## config.mk

```make
export PLATFORM = sky130hd
export DESIGN_NAME = uflow_irq_flags
export DESIGN_NICKNAME = d
export VERILOG_FILES = /design/src/rtl/uflow_irq_flags.sv
export SDC_FILE = /design/constraint.sdc
export NUM_CORES = 1
export LEC_CHECK = 0
export CORE_MARGIN = 4
export CORE_UTILIZATION = 30
export CTS_BUF_LIST = sky130_fd_sc_hd__clkbuf_8 sky130_fd_sc_hd__clkbuf_16
export CTS_CLUSTER_SIZE = 28
export DETAILED_ROUTE_END_ITERATION = 8
export SKIP_LAST_GASP = 1
export SLEW_MARGIN = 20
export SYNTH_ARGS = -nofsm -noshare
export SYNTH_HDL_FRONTEND = slang
export SYNTH_SLANG_ARGS = --single-unit
export TNS_END_PERCENT = 100
```

## constraint.sdc

```tcl
create_clock -name clk -period 2.25 [get_ports clk]
set_input_delay 0.3375 -clock clk [delete_from_list [all_inputs] [get_ports clk]]
set_output_delay 0.3375 -clock clk [all_outputs]
set_load 0.01 [all_outputs]
```

## src/rtl/uflow_irq_flags.sv

```systemverilog
module uflow_irq_flags #(
  parameter int N_SRC    = 5,
  parameter int ADDR_W   = 4,
  parameter int STAT_OFS = 2
) (
  input  logic              clk,
  input  logic              rst_n,
  input  logic [ADDR_W-1:0] reg_addr,
  input  logic [7:0]        reg_wdata,
  input  logic              reg_wr,
  input  logic              reg_rd,
  output logic [7:0]        reg_rdata,
  input  logic [N_SRC-1:0]  evt_uflow,
  output logic [N_SRC-1:0]  src_req,
  output logic              irq_out
);
  localparam logic [ADDR_W-1:0] A_STAT = ADDR_W'(STAT_OFS);
  localparam logic [ADDR_W-1:0] A_EN   = ADDR_W'(STAT_OFS + 1);
  localparam int PAD = 8 - N_SRC;

  logic [N_SRC-1:0] flag_q, en_q;
  logic             hit_stat, hit_en;

  assign hit_stat = reg_wr && (reg_addr == A_STAT);
  assign hit_en   = reg_wr && (reg_addr == A_EN);

  for (genvar i = 0; i < N_SRC; i++) begin : g_flag
    always_ff @(posedge clk or negedge rst_n)
      if (!rst_n)            flag_q[i] <= 1'b0;
      else if (evt_uflow[i]) flag_q[i] <= 1'b1;
      else if (hit_stat && !reg_wdata[i]) flag_q[i] <= 1'b0;
  end

  always_ff @(posedge clk or negedge rst_n)
    if (!rst_n)      en_q <= '0;
    else if (hit_en) en_q <= reg_wdata[N_SRC-1:0];

  assign src_req = flag_q & en_q;

  always_ff @(posedge clk or negedge rst_n)
    if (!rst_n) irq_out <= 1'b0;
    else        irq_out <= |src_req;

  always_ff @(posedge clk or negedge rst_n)
    if (!rst_n)              reg_rdata <= 8'h00;
    else if (!reg_rd)        reg_rdata <= 8'h00;
    else if (reg_addr == A_STAT) reg_rdata <= {{PAD{1'b0}}, flag_q};
    else if (reg_addr == A_EN)   reg_rdata <= {{PAD{1'b0}}, en_q};
    else                     reg_rdata <= 8'h00;

  AST_EVT_SETS: assert property (@(posedge clk) disable iff (!rst_n)
    |evt_uflow |=> ((flag_q & $past(evt_uflow)) == $past(evt_uflow)));
  AST_NO_SW_SET: assert property (@(posedge clk) disable iff (!rst_n)
    (evt_uflow == '0) |=> ((flag_q & ~$past(flag_q)) == '0));
  AST_EN_HOLD: assert property (@(posedge clk) disable iff (!rst_n)
    !hit_en |=> $stable(en_q));
  AST_IRQ_LAG: assert property (@(posedge clk) disable iff (!rst_n)
    1'b1 |=> (irq_out == |$past(src_req)));
  AST_PAD_ZERO: assert property (@(posedge clk) disable iff (!rst_n)
    reg_rdata[7:N_SRC] == '0);
  AST_IDLE_RD: assert property (@(posedge clk) disable iff (!rst_n)
    !reg_rd |=> (reg_rdata == 8'h00));
endmodule

```

==> results.txt <==
- Full die area: 3330 µm²
- Data on the critical path arrives at its endpoint at 1.34 ns.
- Required @ worst endpoint: 1.91 ns
- The initial antenna violation count was 0.
- Die Y-Extent: 57.7 µm
- Average wire per standard cell: 13.0 µm
- In this run, CTS created clock tree buffers numbering 3.
* Clock edge transition at the registers on the reported setup and hold paths: 0.06 ns
- Final setup slack of the worst path: 0.577 ns
- Min Clock Period, post-route: 1.67 ns
* Gates resized, CTS repair: 0
- Peak VDD IR: 349 µV
- The longest clock path from root to sink contains 2 buffers.
- Power per unit of standard cell area: 701 nW/µm²
* Routed WL: 1.48 mm
- Of the cells placed in the final design, the portion with a size suffix greater than 1 is 0.140.
- Across the whole layout, storage elements account for 400 µm².
- Total global routing track utilization: 0.0949
- Type of the worst setup path: register to output port
- The die is 57.7 µm wide.
- From synthesis to final layout, the design area changed by 47.9%.
- Clock tree from TritonCTS: yes
- In this run the post-CTS setup repair buffer count came out at 0.
- Worst min path class: register to register
* Placement row count: 17
- The design draws 0.000769 W.
- Average via count per standard cell: 4.52
- TritonCTS sink count: 16
- Summing all multi-input logic gate instances after layout gives 327 µm².
* Unrepaired setup endpoints after global routing: false
* Leakage: 0.441 nW
- H-tree Lvls: 1
* Total via count after detailed routing: 515
* Worst setup path start: flag_q[1]
- Number of cells produced by synthesis: 55
- Worst setup slack before clock tree synthesis: 0.363 ns
- Post-route DRC violation count: 0
- The HPWL after detailed placement is 1.17 mm.
- Post-route setup TNS: 0 ns
* Largest net degree at the start of global routing: 17
- Count of unique library cells instantiated by Yosys: 14
* Number of nets in the final layout: 108
* Final Non-Filler Cells: 114
- Counting the fill cells in the layout gives 224.
- Clock latency on the worst-skew pair: 0.25 ns
* Placed Cells incl. Taps: 110
* Final hold violations: 0
* Sequential-to-total area share from yosys stat: 0.540
- The startpoint identified for the worst register-to-register timing path is flag_q[3].
- Area of the core: 2280 µm²
- CTS Hold Buffers Added: 0
* Category of the worst setup path capture point: output port
- At the end of routability-driven placement, the weighted congestion stood at 0.691.
* Cell area after synthesis: 742 µm²
* Maximum Capacitance Violations: 0
- Violation count after the first detailed-route iteration: 3
- First-pass detailed-route iteration total: 2
* Worst hold path startpoint: flag_q[3]
- Antenna-violating nets left: 0
* Pins over their slew limit: 0
- In this run the clock root is driven by a sky130_fd_sc_hd__clkbuf_8.
* Normalized max-slew margin: 0.518
- Synthesized area divided by synthesized cell count: 13.5 µm²
* Remaining Overflow, GRT: 0
* Top-Level Pins: 35
- Between clock sinks in the finished design, the worst skew comes to 0.00316 ns.
- Layout Utilization: 0.482
* Portion of the clock cycle consumed by the worst path in the final layout: 0.744
- The number of antenna diodes in the final layout is 0.
- For this run, the top clock speed supported by timing is 598 MHz.
* Worst Max-Slew Pin Slew: 0.721 ns
- STA classifies the critical path startpoint as a register.
- Setup violations remaining at the end of the flow were counted as 0.
- Input and output buffers added on the ports amount to 28.
* Count of yosys warnings during synthesis: 0
- Initial cell density of the core: 0.326
* #FFs+latches synth: 16
- The first global-routing pass estimated 2.37 mm of wire.
- The run finished with clean final reports.
- Of all nets on the critical path, the largest fanout is 3.
* Vias in the first global route: 515
-- final timing paths --
kind	slack [ns]	cells past startpoint	end
hold / removal	0.50	1	flag_q[3]
setup / recovery	0.58	2	src_req[1]
min in group asynchronous	0.52	1	flag_q[0]
max in group asynchronous	1.28	1	reg_rdata[1]
hold reg to reg	0.50	1	flag_q[3]
setup reg to reg	0.94	3	irq_out
-- area by class of cell --
| class | count | area share |
|---|---|---|
| clock buffers | 4 | 0.0502 |
| multi-input cells | 38 | 0.298 |
| flip-flops and latches | 16 | 0.365 |
| well taps | 28 | 0.0319 |
| repair buffers | 28 | 0.255 |
-- state kept, by name, indices dropped and copies added (netlist names) --
register	flops
flag_q	5
en_q	5
reg_rdata	5
irq_out	1
-- metrics by stage --
step	hold WS, ns	instance area (µm²)
floorplan	0.0419	749
global placement	0.486	1040
detailed placement	0.492	1040
CTS	0.507	1100
global route	0.527	1100
finish	0.503	1100
-- routing by layer --
metal / track usage / wire length [µm]
met5: 0 / 0
met3: 0.0379 / 146
met4: 0.0497 / 15
met1: 0.117 / 633
met2: 0.142 / 688
-- where the power goes --
| group | internal, W | leakage (nW) | switching [W] |
|---|---|---|---|
| registers | 0.000316 | 0.184 | 0.0000172 |
| logic | 0.000120 | 0.228 | 0.0000645 |
| clock network | 0.000155 | 0.0288 | 0.0000974 |
-- layout by cell type, fill, tap and decap left out, drive strengths merged --
cell / n
conb: 3
or4: 1
nor4b: 1
nand3b: 5
nor2b: 5
nand2: 1
and2: 5
clkdlybuf4s50: 28
and4bb: 1
or2: 1
a21o: 5
mux2: 5
dfrtp: 16
clkbuf: 4
a22oi: 5
-- cell usage after synthesis --
cell,number,area share
sky130_fd_sc_hd__nand3b_1,5,0.051
sky130_fd_sc_hd__and4bb_4,1,0.022
sky130_fd_sc_hd__or2_1,1,0.0084
sky130_fd_sc_hd__or4_1,1,0.010
sky130_fd_sc_hd__nor4b_4,1,0.032
sky130_fd_sc_hd__and2_1,5,0.042
sky130_fd_sc_hd__buf_4,3,0.030
sky130_fd_sc_hd__mux2_4,5,0.10
sky130_fd_sc_hd__nor2b_1,5,0.042
sky130_fd_sc_hd__a21o_1,5,0.051
sky130_fd_sc_hd__conb_1,1,0.0051
sky130_fd_sc_hd__nand2_4,1,0.015
sky130_fd_sc_hd__a22oi_1,5,0.051
sky130_fd_sc_hd__dfrtp_1,16,0.54
-- critical path, cell delays in order (launching register included) --
cell and delay [ns]:
sky130_fd_sc_hd__dfrtp_1 0.37, sky130_fd_sc_hd__and2_1 0.17, sky130_fd_sc_hd__clkdlybuf4s50_1 0.55
-- cells by family (layout without fill, tap and decap cells) --
group	after synthesis	in the layout	synth area share
simple gates	20	20	0.223
flops	16	16	0.540
compound gates	10	10	0.101
mux	5	5	0.101
buf+inv	3	32	0.0304
other cells	1	3	0.00505
(Power assumes the default switching activity.)
